**src/rtl/ldst_seq_pkg.sv**
```systemverilog
package ldst_seq_pkg;

  localparam logic [3:0] OPC_LD  = 4'b0010;
  localparam logic [3:0] OPC_ST  = 4'b0011;
  localparam logic [3:0] OPC_LDR = 4'b0110;
  localparam logic [3:0] OPC_STR = 4'b0111;
  localparam logic [3:0] OPC_LDI = 4'b1010;
  localparam logic [3:0] OPC_STI = 4'b1011;
  localparam logic [3:0] OPC_LEA = 4'b1110;

  typedef enum logic [3:0] {
    S_IDLE, S_ADDR, S_RD1, S_CAP1, S_INDIR, S_RD2, S_CAP2,
    S_WB, S_SLOAD, S_SWR, S_DONE
  } seq_state_e;

  typedef enum logic [2:0] {
    K_NONE, K_LOAD, K_STORE, K_LOADI, K_STOREI, K_EA
  } op_kind_e;

  typedef enum logic {
    A_PCREL, A_BASE
  } addr_src_e;

  typedef struct packed {
    op_kind_e  kind;
    addr_src_e src;
  } op_info_t;

  function automatic op_info_t decode_op(input logic [3:0] opc);
    op_info_t info;
    info.kind = K_NONE;
    info.src  = A_PCREL;
    case (opc)
      OPC_LD:  info.kind = K_LOAD;
      OPC_ST:  info.kind = K_STORE;
      OPC_LDR: begin info.kind = K_LOAD;  info.src = A_BASE; end
      OPC_STR: begin info.kind = K_STORE; info.src = A_BASE; end
      OPC_LDI: info.kind = K_LOADI;
      OPC_STI: info.kind = K_STOREI;
      OPC_LEA: info.kind = K_EA;
      default: info.kind = K_NONE;
    endcase
    return info;
  endfunction

endpackage

```
**src/rtl/ldst_seq_agen.sv**
```systemverilog
module ldst_seq_agen
  import ldst_seq_pkg::*;
#(
  parameter int DW = 16,
  parameter int IW = 16
) (
  input  logic [IW-1:0] ir,
  input  logic [DW-1:0] pc_inc,
  input  logic [DW-1:0] base_val,
  input  addr_src_e     src,
  output logic [DW-1:0] ea
);
  localparam int OFF_PC_W   = 9;
  localparam int OFF_BASE_W = 6;

  logic [DW-1:0] off_pc;
  logic [DW-1:0] off_base;

  assign off_pc   = {{(DW-OFF_PC_W){ir[OFF_PC_W-1]}}, ir[OFF_PC_W-1:0]};
  assign off_base = {{(DW-OFF_BASE_W){ir[OFF_BASE_W-1]}}, ir[OFF_BASE_W-1:0]};

  always_comb begin
    if (src == A_BASE) ea = base_val + off_base;
    else               ea = pc_inc + off_pc;
  end
endmodule

```
**src/rtl/ldst_seq_fsm.sv**
```systemverilog
module ldst_seq_fsm
  import ldst_seq_pkg::*;
(
  input  logic       clk,
  input  logic       rst_n,
  input  logic       start,
  input  op_kind_e   kind,
  output seq_state_e state
);
  seq_state_e state_nx;

  always_comb begin
    state_nx = state;
    case (state)
      S_IDLE:  if (start) state_nx = S_ADDR;
      S_ADDR: begin
        case (kind)
          K_EA:                      state_nx = S_WB;
          K_LOAD, K_LOADI, K_STOREI: state_nx = S_RD1;
          K_STORE:                   state_nx = S_SLOAD;
          default:                   state_nx = S_DONE;
        endcase
      end
      S_RD1:   state_nx = S_CAP1;
      S_CAP1:  state_nx = (kind == K_LOADI || kind == K_STOREI) ? S_INDIR : S_WB;
      S_INDIR: state_nx = (kind == K_LOADI) ? S_RD2 : S_SLOAD;
      S_RD2:   state_nx = S_CAP2;
      S_CAP2:  state_nx = S_WB;
      S_WB:    state_nx = S_DONE;
      S_SLOAD: state_nx = S_SWR;
      S_SWR:   state_nx = S_DONE;
      S_DONE:  state_nx = S_IDLE;
      default: state_nx = S_IDLE;
    endcase
  end

  always_ff @(posedge clk or negedge rst_n) begin
    if (!rst_n) state <= S_IDLE;
    else        state <= state_nx;
  end
endmodule

```
**src/rtl/ldst_seq_regs.sv**
```systemverilog
module ldst_seq_regs
  import ldst_seq_pkg::*;
#(
  parameter int DW = 16,
  parameter int IW = 16
) (
  input  logic          clk,
  input  logic          rst_n,
  input  seq_state_e    state,
  input  logic          start,
  input  op_kind_e      kind,
  input  logic [IW-1:0] instr,
  input  logic [DW-1:0] ea,
  input  logic [DW-1:0] mem_rdata,
  input  logic [DW-1:0] rf_rd_data,
  output logic [IW-1:0] ir,
  output logic [DW-1:0] mar,
  output logic [DW-1:0] mdr
);
  logic          ir_en, mar_en, mdr_en;
  logic [DW-1:0] mar_d, mdr_d;

  assign ir_en = (state == S_IDLE) && start;

  always_comb begin
    mar_en = 1'b0;
    mar_d  = ea;
    case (state)
      S_ADDR:  mar_en = 1'b1;
      S_INDIR: begin mar_en = 1'b1; mar_d = mdr; end
      default: mar_en = 1'b0;
    endcase
  end

  always_comb begin
    mdr_en = 1'b0;
    mdr_d  = mem_rdata;
    case (state)
      S_ADDR:         begin mdr_en = (kind == K_EA); mdr_d = ea; end
      S_CAP1, S_CAP2: mdr_en = 1'b1;
      S_SLOAD:        begin mdr_en = 1'b1; mdr_d = rf_rd_data; end
      default:        mdr_en = 1'b0;
    endcase
  end

  always_ff @(posedge clk or negedge rst_n) begin
    if (!rst_n) begin
      ir  <= '0;
      mar <= '0;
      mdr <= '0;
    end else begin
      if (ir_en)  ir  <= instr;
      if (mar_en) mar <= mar_d;
      if (mdr_en) mdr <= mdr_d;
    end
  end
endmodule

```
**src/rtl/ldst_seq.sv**
```systemverilog
module ldst_seq
  import ldst_seq_pkg::*;
#(
  parameter int DW = 16,
  parameter int IW = 16,
  parameter int RW = 3
) (
  input  logic          clk,
  input  logic          rst_n,
  input  logic          start,
  input  logic [IW-1:0] instr,
  input  logic [DW-1:0] pc_inc,
  output logic [RW-1:0] rf_rd_idx,
  input  logic [DW-1:0] rf_rd_data,
  output logic [DW-1:0] mem_addr,
  output logic          mem_rd,
  output logic          mem_wr,
  output logic [DW-1:0] mem_wdata,
  input  logic [DW-1:0] mem_rdata,
  output logic          wb_en,
  output logic [RW-1:0] wb_idx,
  output logic [DW-1:0] wb_data,
  output logic          cc_upd,
  output logic          busy,
  output logic          done
);
  localparam int OPC_HI = IW - 1;
  localparam int OPC_LO = IW - 4;
  localparam int DR_LO  = OPC_LO - RW;
  localparam int BR_LO  = DR_LO - RW;

  logic [1:0]    rst_sync;
  logic          rst_q_n;
  seq_state_e    state;
  op_info_t      info;
  logic [IW-1:0] ir;
  logic [DW-1:0] mar, mdr, ea;

  always_ff @(posedge clk or negedge rst_n) begin
    if (!rst_n) rst_sync <= 2'b00;
    else        rst_sync <= {rst_sync[0], 1'b1};
  end
  assign rst_q_n = rst_sync[1];

  assign info = decode_op(ir[OPC_HI:OPC_LO]);

  ldst_seq_fsm i_fsm (
    .clk   (clk),
    .rst_n (rst_q_n),
    .start (start),
    .kind  (info.kind),
    .state (state)
  );

  ldst_seq_agen #(.DW(DW), .IW(IW)) i_agen (
    .ir       (ir),
    .pc_inc   (pc_inc),
    .base_val (rf_rd_data),
    .src      (info.src),
    .ea       (ea)
  );

  ldst_seq_regs #(.DW(DW), .IW(IW)) i_regs (
    .clk        (clk),
    .rst_n      (rst_q_n),
    .state      (state),
    .start      (start),
    .kind       (info.kind),
    .instr      (instr),
    .ea         (ea),
    .mem_rdata  (mem_rdata),
    .rf_rd_data (rf_rd_data),
    .ir         (ir),
    .mar        (mar),
    .mdr        (mdr)
  );

  assign rf_rd_idx = (state == S_SLOAD) ? ir[OPC_LO-1:DR_LO] : ir[DR_LO-1:BR_LO];
  assign mem_addr  = mar;
  assign mem_wdata = mdr;
  assign mem_rd    = (state == S_RD1) || (state == S_RD2);
  assign mem_wr    = (state == S_SWR);
  assign wb_en     = (state == S_WB);
  assign cc_upd    = (state == S_WB);
  assign wb_idx    = ir[OPC_LO-1:DR_LO];
  assign wb_data   = mdr;
  assign busy      = (state != S_IDLE);
  assign done      = (state == S_DONE);
endmodule

```
**config.mk**
```make
export PLATFORM = sky130hd
export DESIGN_NAME = ldst_seq
export DESIGN_NICKNAME = d
export VERILOG_FILES = /design/src/rtl/ldst_seq_pkg.sv /design/src/rtl/ldst_seq_agen.sv /design/src/rtl/ldst_seq_fsm.sv /design/src/rtl/ldst_seq_regs.sv /design/src/rtl/ldst_seq.sv
export SDC_FILE = /design/constraint.sdc
export NUM_CORES = 1
export LEC_CHECK = 0
export CAP_MARGIN = 0
export CORE_MARGIN = 10
export CORE_UTILIZATION = 52
export DETAILED_ROUTE_END_ITERATION = 8
export GPL_ROUTABILITY_DRIVEN = 0
export GPL_TIMING_DRIVEN = 1
export PLACE_DENSITY = 0.9
export SLEW_MARGIN = 20
export SYNTH_ARGS = -nofsm -noshare
export SYNTH_HDL_FRONTEND = slang
export SYNTH_SLANG_ARGS = --single-unit
```
**constraint.sdc**
```tcl
create_clock -name clk -period 5.5 [get_ports clk]
set_clock_uncertainty 0.15 [all_clocks]
set_input_delay 0.825 -clock clk [delete_from_list [all_inputs] [get_ports clk]]
set_output_delay 0.825 -clock clk [all_outputs]
set_load 0.01 [all_outputs]
```
== Word-level counts from Yosys, hierarchy flattened ==
Index checks and enable logic that the tools add are counted.

* Add/sub/neg operators: 2
* Equal/unequal tests: 23
* Reductions and logical operators: 12
* Muxes and demuxes: 13

{| class="wikitable"
|+ Operators by type and width
! operator !! count
|-
| one-hot mux 4 bit (9 select lines) || 1
|-
| adder 16 bit || 2
|-
| 2-to-1 mux 16 bit || 2
|-
| one-hot mux 16 bit (2 select lines) || 1
|-
| equality test 4 x 3 -> 1 bit, second input constant || 6
|-
| equality test 4 bit, second input constant || 6
|-
| equality test 4 x 2 -> 1 bit, second input constant || 4
|-
| one-hot mux 3 bit (5 select lines) || 1
|-
| one-hot mux 4 bit (3 select lines) || 1
|-
| OR reduction 2 bit || 5
|-
| 2-to-1 mux 4 bit || 2
|-
| equality test 3 x 2 -> 1 bit, second input constant || 2
|-
| equality test 3 bit, second input constant || 2
|-
| OR reduction 3 bit || 2
|-
| equality test 4 x 1 -> 1 bit, second input constant || 1
|-
| logical NOT 4 bit || 1
|-
| nonzero test 4 bit || 1
|-
| equality test 3 x 1 -> 1 bit, second input constant || 1
|-
| 2-to-1 mux 3 bit || 1
|-
| logical OR 1 bit || 2
|-
| 2-to-1 mux 1 bit || 2
|-
| 2-to-1 mux 2 bit || 1
|-
| inequality test 2 bit, second input constant || 1
|-
| one-hot mux 1 bit (2 select lines) || 1
|-
| logical AND 1 bit || 1
|}

* Register bits: 54
* Word-level logic and storage cells: 55
* Input bits: 67

== Longest topological paths before layout ==
Gate-level depths: netlist of run 1.

* Word-level depth: 7
* Gate-level depth with buffers: 8
* Depth with buffers taken out: 8

== Modules after synthesis ==
From an unflattened synthesis of run 1, not the netlist that was laid out.

* Cells, all modules: 478
* Area total of the unflattened synthesis: 4531.8 sq um

{| class="wikitable"
|+ Modules (own cells, without submodules)
! module !! area an instance (sq um) !! cells an instance !! times used !! seq. area each (sq um)
|-
| ldst_seq_regs || 2263.4 || 190 || 1 || 1201.2
|-
| ldst_seq_agen || 1562.7 || 213 || 1 || 0.0
|-
| ldst_seq_fsm || 355.3 || 36 || 1 || 100.1
|-
| ldst_seq || 350.3 || 39 || 1 || 50.0
|}

== Worst setup path after synthesis of run 1 ==
Ideal clock, no wire load.

* Kind: input -> register
* From: input port rf_rd_data[0]
* To: register i_regs.mar[12]
* Arrival: 2.721 ns
* Slack: 2.505 ns
* Data required time: 5.226 ns
* Stages: 8
* Cell sequence: ha_1 > fa_1 > a21o_1 > a311oi_1 > o21ai_1 > o31a_1 > xor2_1 > a211o_1

* Word-level cells in the longest chain between the ends: 3

{| class="wikitable"
|+ RTL lines
! what !! line !! source
|-
| start: declaration || ldst_seq.sv:14 || <nowiki>input logic [DW-1:0] rf_rd_data,</nowiki>
|-
| adder 16 bit || ldst_seq_agen.sv:23 || <nowiki>if (src == A_BASE) ea = base_val + off_base;</nowiki>
|-
| 2-to-1 mux 16 bit || ldst_seq_agen.sv:23 ||
|-
| 2-to-1 mux 16 bit || ldst_seq_regs.sv:28 || <nowiki>case (state)</nowiki>
|-
| end signal: assignment || ldst_seq_regs.sv:53 || <nowiki>if (mar_en) mar <= mar_d;</nowiki>
|-
| end: declaration || ldst_seq_regs.sv:17 || <nowiki>output logic [DW-1:0] mar,</nowiki>
|}

Every way passes these cells.
A chain may end at the register's enable or synchronous reset.

== Worst setup path after layout of run 1 ==
* From: register i_fsm.state[2]
* To: output port rf_rd_idx[2]

* Word-level cells in the longest chain between the ends: 2

{| class="wikitable"
|+ RTL lines
! what !! line !! source
|-
| start: declaration || ldst_seq_fsm.sv:8 || <nowiki>output seq_state_e state</nowiki>
|-
| start signal: assignment || ldst_seq_fsm.sv:39 || <nowiki>else state <= state_nx;</nowiki>
|-
| equality test 4 bit || ldst_seq.sv:78 || <nowiki>assign rf_rd_idx = (state == S_SLOAD) ? ir[OPC_LO-1:DR_LO] : ir[DR_LO-1:BR_LO];</nowiki>
|-
| 2-to-1 mux 3 bit || ldst_seq.sv:78 ||
|-
| end: declaration || ldst_seq.sv:13 || <nowiki>output logic [RW-1:0] rf_rd_idx,</nowiki>
|}

Every way passes these cells.

==> results of run 1 <==
[cell usage after synthesis (all sizes together), types with 8 or more instances]
library cell and number:
dfrtp 54, a21oi 42, nand2 42, nor2 37, buf 32, ha 30, o21ai 23, mux2 19
a22oi 14, a211oi 11, a21o 11, mux2i 10, nor3 10, clkbuf 9, xnor2 9, a31oi 8
inv 8, o211ai 8, xor2 8
[power groups by stage]
| stage | clock, W | sequential (W) | combinational [W] |
|---|---|---|---|
| 6_report | 0.000250 | 0.000829 | 0.00225 |
| 3_5_place_dp | 0 | 0.000835 | 0.00222 |
| 3_3_place_gp | 0 | 0.000815 | 0.00214 |
| 4_1_cts | 0.000257 | 0.000826 | 0.00224 |
| 2_1_floorplan | 0 | 0.000808 | 0.00152 |
| 5_1_grt | 0.000274 | 0.000862 | 0.00245 |
[sequential cells by signal, indices dropped and copies added (netlist names)]
name,flops
i_regs.mar,16
rst_sync,2
i_regs.mdr,16
i_regs.ir,16
i_fsm.state,4
[kinds of logic (layout without fill, tap and decap cells)]
family / count (synthesis) / in the layout
xor+xnor: 17 / 17
simple gates: 132 / 132
buf+inv: 49 / 147
compound gates: 168 / 168
fa+ha+maj: 32 / 32
mux: 29 / 29
other cells: 1 / 1
flops: 54 / 54
[routing by layer]
layer  wire length, um  vias to the layer above  GRT usage [%]
met5                 0                        -              0
met4               255                        0          6.255
met3              1190                       25          5.153
met2              6270                      222          33.06
met1              5468                     2023          25.21
li1                  -                     1997              -
[stage by stage]
stage          hold slack [ns]  total power [W]
4_1_cts                 0.1351         0.003321
6_report                0.1168         0.003333
2_1_floorplan           0.1812         0.002328
5_1_grt                 0.1695         0.003589
3_5_place_dp            0.1277         0.003051
3_3_place_gp            0.1214         0.002958
[cell type report]
class,instances,area [um2]
flip-flops and latches,54,1353
inverters,8,30.03
repair buffers,131,1299
well taps,105,131.4
fillers,600,2531
clock inverters,1,8.758
multi-input cells,379,2726
clock buffers,7,96.34
[worst paths after layout]
check                          startpoint             end  slack, ns  depth (start not counted)
min in group clk              rst_sync[0]     rst_sync[1]       0.21                          0
setup reg to reg             i_regs.ir[0]  i_regs.mar[12]       2.69                          8
setup / recovery           i_fsm.state[2]    rf_rd_idx[2]       2.05                          4
max in group asynchronous     rst_sync[1]    i_regs.ir[3]       4.31                          1
hold / removal                rst_sync[1]  i_regs.mdr[14]       0.12                          0
hold reg to reg               rst_sync[1]  i_regs.mdr[14]       0.12                          0
==> results.txt, run 1 <==
----------------------------------------------------
[Synthesis]
  EDFF count, synth ... 0
  Share of synthesized registers carrying an async set or reset ... 100.0%
  Synthesized area ... ~4300 um2
  Net count of the mapped netlist ... ~580
  Adder-Cell Fraction of Synth Area ... about a tenth
  Xor and xnor area share after synthesis ... approximately 3.4%
  Synth Warn # ... 0
  Cell types occupying the most area after synthesis ... sky130_fd_sc_hd__dfrtp_1, sky130_fd_sc_hd__ha_1, sky130_fd_sc_hd__mux2_2
  Synth Register Bits ... 54
  Main combinational cell family by area after synthesis ... compound AO/OA/AOI/OAI gates
  Area share of the leading cell type in the synthesized netlist ... 31.10%
  Largest area contributor in the synthesized netlist ... sky130_fd_sc_hd__dfrtp_1
  Proportion of synthesized chip area in sequential cells ... a little under a third
  Simple-gate area share of the yosys netlist ... around 15%
  Fraction of the mapped netlist area in compound gates ... a little over a quarter
  Cell variety after synth ... 68
  Multiplexer fraction of the synthesized cell area ... under 10%
  Top FF cell, synth ... sky130_fd_sc_hd__dfrtp_1
  Cells after synthesis ... about 480
  Mean post-synth cell area ... around 9.0 um2

[Clock tree]
  Setup bufs post-CTS ... 0
  Clock slew seen by the registers of the worst setup and hold paths ... 0.10 ns
  CTS H-tree depth ... 2
  Count of hold buffers inserted by post-cts repair ... 0
  CTS tree ... yes
  Clk sinks ... 54
  Later-pin clock latency in the skew report ... 0.31 ns
  Clock root cell ... sky130_fd_sc_hd__clkbuf_8
  Max Root-Sink Buffers ... 2
  Post-cts sizing count ... 0
  Num CTS Buffers ... 5

[Timing]
  Post-route worst setup slack ... a little over 2 ns
  Final period utilization ... between 60% and 70%
  Worst slew slack as a fraction of its limit ... 45.77%
  Final TNS setup ... 0 ns
  Transition at the pin with the smallest max-transition slack ... ~0.81 ns
  Pins over their slew limit ... 0
  Final critical-path required period ... around 3.5 ns
  Hold Violations, Final ... 0
  RSZ-0062 raised after global routing ... false
  Total setup violations reported at the end of the flow ... 0
  Max Fclk ... between 200 and 300 MHz

[Drt]
  Routed wire length ... between 10 and 15 mm
  Routed wire per std cell ... between 15 and 20 um
  Drt first-iter violations ... about 280
  Via-to-Cell Ratio ... between 6 and 7
  Total number of vias ... 4267
  Pre-Repair DR Iteration Count ... 6
  Antenna Violating Nets Remaining ... 0
  DRC viols ... 0

[Final layout]
  Fin area ... between 5000 and 6000 um2
  Diode insertion count for antenna repair ... 0
  Synthesis-to-layout area growth ... 29.89%
  Fraction of the core area covered by cells at the end of the flow ... approximately 70%
  Total Nets Final ... 678
  Share of layout cells above drive strength 1 ... ~9%
  Final Instance Count excl. Fillers ... 685
  Most frequent cells in the layout ... sky130_fd_sc_hd__clkdlybuf4s50_1, sky130_fd_sc_hd__dfrtp_1, sky130_fd_sc_hd__nand2_1, sky130_fd_sc_hd__a21oi_1, sky130_fd_sc_hd__nor2_1
  Most common cell after layout, fill and taps aside ... sky130_fd_sc_hd__clkdlybuf4s50_1

[Placed design]
  Buffers on Ports ... 126
  HPWL after detailed placement ... 10.16 mm
  Post-place instance area ... about 5500 um2
  Setup Slack @ Placement ... between 1.5 and 2 ns
  Cell total after placement ... just under 700

[Setup path]
  Largest delay share family, worst path ... simple AND/OR/NAND/NOR gates
  Type of the setup path with the least slack ... register to output pin
  Largest incremental delay on the critical path ... between 0.5 and 0.6 ns
  CP Max Fanout ... 17
  Cell chain of the critical path ... nand2b_1 > nor3_2 > mux2_2 > clkdlybuf4s50_1
  Highest-delay cell along the critical path ... sky130_fd_sc_hd__dfrtp_1
  Crit path buf inv count ... 1
  Kind of capture point of the worst setup path ... output pin
  Endpoint required time on the critical path ... approximately 4.5 ns
  CP startpoint kind ... register
  Signal arrival time at the worst endpoint ... 2.48 ns

[Die]
  Die span in x ... approximately 110 um
  Die Y ... 111.4 um
  Top-level I/O count ... around 130
  Total Die Area ... about 12000 um2
  Core area ... 8175 um2
  Effective utilization at floorplan ... between 50 and 60%
  Row count ... 33

[Global route]
  Overflow after GRT ... 0
  GR Util All Layers ... ~20%
  Number of global-route vias before repair ... between 4k and 5k
  Maximum number of pins on one net before global-route repair ... 32
  Wire length of the first global-routing pass ... ~22 mm
  Antenna violations before repair ... 0

[Power]
  Register share of total power ... 24.9%
  Clock network fraction of design power ... approximately 7.5%
  Switching power ... 0.001516 W
  P_leak ... about 2.4 nW
  Combinational cell fraction of total power ... 67.6%
  Peak VDD IR ... roughly 0.26 mV
  Power per cell area ... roughly 600 nW/um2
  Cell-internal power ... between 0.0015 and 0.002 W
  Net Sw Frac ... a little under half

[Run status]
  Outcome ... completed

[Job]
  MaxCap Viol Count ... 0

[Worst hold path]
  Min-Delay Path Class ... register to asynchronous set/reset pin

----------------------------------------------------
Power figures use the tool's default switching activity.
==> run 2, diff against run 1 <==
Settings changed: CORE_UTILIZATION 52 to 49, PLACE_DENSITY 0.9 to 0.85.
Clock period 5.5 ns to 3.4 ns, I/O delays scaled along.
==> results.txt, run 2 (synthesis gave the netlist of run 1 again) <==
----------------------------------------------------
[Final layout]
  Most frequent cells in the layout ... sky130_fd_sc_hd__clkdlybuf4s50_1, sky130_fd_sc_hd__dfrtp_1, sky130_fd_sc_hd__nand2_1, sky130_fd_sc_hd__a21oi_1, sky130_fd_sc_hd__nor2_1
  Fin area ... ~5700 um2
  Layout filler cell count ... 710
  Area occupied by multi-input gates ... roughly 2700 um2
  Fraction of the core area covered by cells at the end of the flow ... around two thirds
  Synthesis-to-layout area growth ... 30.90%
  Total Nets Final ... roughly 680
  Most common cell after layout, fill and taps aside ... sky130_fd_sc_hd__clkdlybuf4s50_1
  FF+latch area ... 1355 um2
  Registers with the most flip-flops ... i_regs.ir x16, i_regs.mar x16, i_regs.mdr x16
  Share of layout cells above drive strength 1 ... 9.231%
  Diode insertion count for antenna repair ... 0
  Final Instance Count excl. Fillers ... 693

[Clock tree]
  CTS tree ... yes
  Num CTS Buffers ... 5
  Later-pin clock latency in the skew report ... slightly above 0.3 ns
  Clock root cell ... sky130_fd_sc_hd__clkbuf_8
  CTS H-tree depth ... 2
  Clk sinks ... 54
  Setup bufs post-CTS ... 0
  Count of hold buffers inserted by post-cts repair ... 0
  Max Root-Sink Buffers ... 2
  Clock slew seen by the registers of the worst setup and hold paths ... about 0.1 ns
  Post-cts sizing count ... 0

[Die]
  Die span in x ... roughly 110 um
  Top-level I/O count ... ~130
  Core area ... 8678 um2
  Row count ... 34
  Die Y ... between 100 and 150 um
  Effective utilization at floorplan ... 50.07%
  Total Die Area ... 13030 um2

[Timing]
  Final period utilization ... 92.82%
  Worst slew slack as a fraction of its limit ... 47.41%
  Total setup violations reported at the end of the flow ... 0
  RSZ-0062 raised after global routing ... false
  Transition at the pin with the smallest max-transition slack ... approximately 0.8 ns
  Final TNS setup ... 0 ns
  Pins over their slew limit ... 0
  Worst hold slack across all endpoints ... 0.1886 ns
  Hold Violations, Final ... 0
  Final critical-path required period ... between 3 and 4 ns
  Max Fclk ... 316.9 MHz

[Drt]
  DRC viols ... 0
  Routed wire length ... ~13 mm
  Pre-Repair DR Iteration Count ... 6
  Via-to-Cell Ratio ... around 6.2
  Routed wire per std cell ... roughly 19 um
  Antenna Violating Nets Remaining ... 0
  Drt first-iter violations ... 302
  Total number of vias ... between 4k and 5k

[Setup path]
  Minimum setup slack among reg-to-reg paths ... 0.67 ns
  Kind of capture point of the worst setup path ... output pin
  Terminus of the critical flop-to-flop path ... i_regs.mar[12]
  Signal arrival time at the worst endpoint ... roughly 2.5 ns
  Type of the setup path with the least slack ... register to output pin
  Endpoint required time on the critical path ... 2.74 ns
  Highest-delay cell along the critical path ... sky130_fd_sc_hd__dfrtp_1
  Number of cells traversed by the worst register-to-register path ... 8
  Largest incremental delay on the critical path ... roughly 0.67 ns
  Crit path buf inv count ... 1
  CP Max Fanout ... 14
  Largest delay share family, worst path ... flip-flops
  Cell chain of the critical path ... nand2b_1 > nor3_2 > mux2_2 > clkdlybuf4s50_1
  CP startpoint kind ... register
  Worst R2R Start ... i_regs.ir[0]

[Job]
  MaxCap Viol Count ... 0

[Placed design]
  Buffers on Ports ... ~130
  HPWL after detailed placement ... between 10 and 15 mm
  Post-place instance area ... 5578 um2
  Cell total after placement ... just under 700

[Global route]
  Number of global-route vias before repair ... approximately 4.3k
  Wire length of the first global-routing pass ... 21.47 mm
  Antenna violations before repair ... 0
  Overflow after GRT ... 0
  GR Util All Layers ... 19.61%
  Maximum number of pins on one net before global-route repair ... 53

[Power]
  Power per cell area ... roughly 960 nW/um2
  Peak VDD IR ... ~0.41 mV
  P_leak ... roughly 2.4 nW

[Worst hold path]
  Min-Delay Path Class ... input port to asynchronous set/reset pin

[Run status]
  Outcome ... completed

----------------------------------------------------
run 2: changes by cell type in the layout (fill, tap and decap cells not counted):
| cell | before | now |
|---|---|---|
| sky130_fd_sc_hd__nor2_1 | 33 | 35 |
| sky130_fd_sc_hd__clkinvlp_4 | 0 | 1 |
| sky130_fd_sc_hd__clkinv_4 | 1 | 0 |
| sky130_fd_sc_hd__clkbuf_1 | 0 | 1 |
| sky130_fd_sc_hd__bufinv_16 | 0 | 1 |
| sky130_fd_sc_hd__clkbuf_8 | 7 | 5 |
| sky130_fd_sc_hd__nor2_2 | 3 | 1 |
| sky130_fd_sc_hd__dfrtp_4 | 0 | 1 |
| sky130_fd_sc_hd__dfrtp_2 | 1 | 0 |
| sky130_fd_sc_hd__buf_4 | 5 | 10 |
run 2: worst max-delay path by stage:
stage / start / cells past startpoint / endpoint / slack (ns)
2_1_floorplan: rf_rd_data[0] / 8 / i_regs.mar[12] / 0.72
3_3_place_gp: rf_rd_data[0] / 9 / i_regs.mar[12] / 0.17
3_5_place_dp: rf_rd_data[0] / 9 / i_regs.mar[12] / 0.16
4_1_cts: i_fsm.state[3] / 4 / rf_rd_idx[1] / 0.24
5_1_grt: i_fsm.state[3] / 4 / rf_rd_idx[2] / 0.11
6_report: i_fsm.state[3] / 4 / rf_rd_idx[1] / 0.24
run 2: through the flow:
step / worst slack [ns] / total power (W)
after floorplan: 0.7202 / 0.003765
after global placement: 0.1696 / 0.004857
after detailed placement: 0.1618 / 0.005001
after CTS: 0.2440 / 0.005461
after global routing: 0.1109 / 0.005918
final: 0.2441 / 0.005479
run 2: layer usage:
metal	vias up	global-route usage, %	wire, um
li1	2005	-	-
met5	-	0	0
met3	36	5.241	1338
met4	0	6.266	296
met2	233	32.84	6167
met1	2014	23.88	5363
run 2: worst register-to-register path, stage by stage, from the launching register on:
cell                       delay (ns)
sky130_fd_sc_hd__dfrtp_1         0.42
sky130_fd_sc_hd__ha_1            0.22
sky130_fd_sc_hd__fa_1            0.40
sky130_fd_sc_hd__a21o_1          0.21
sky130_fd_sc_hd__a311oi_1        0.27
sky130_fd_sc_hd__o21ai_1         0.16
sky130_fd_sc_hd__o31a_1          0.35
sky130_fd_sc_hd__xor2_1          0.15
sky130_fd_sc_hd__a211o_1         0.29
run 2: cell type report:
type,instances,area share [%]
tap,108,2.376
inverter,8,0.5279
sequential,54,23.82
clock buffer,6,1.276
clock inverter,2,0.6599
timing repair buffer,136,23.49
multi-input combinational,379,47.84
run 2: power breakdown:
part           switching (W)  internal [W]  leakage [nW]
Combinational        0.00188       0.00183          1.72
Clock               0.000223      0.000220        0.0514
Sequential          0.000369      0.000960         0.638
Total                0.00247       0.00301          2.41
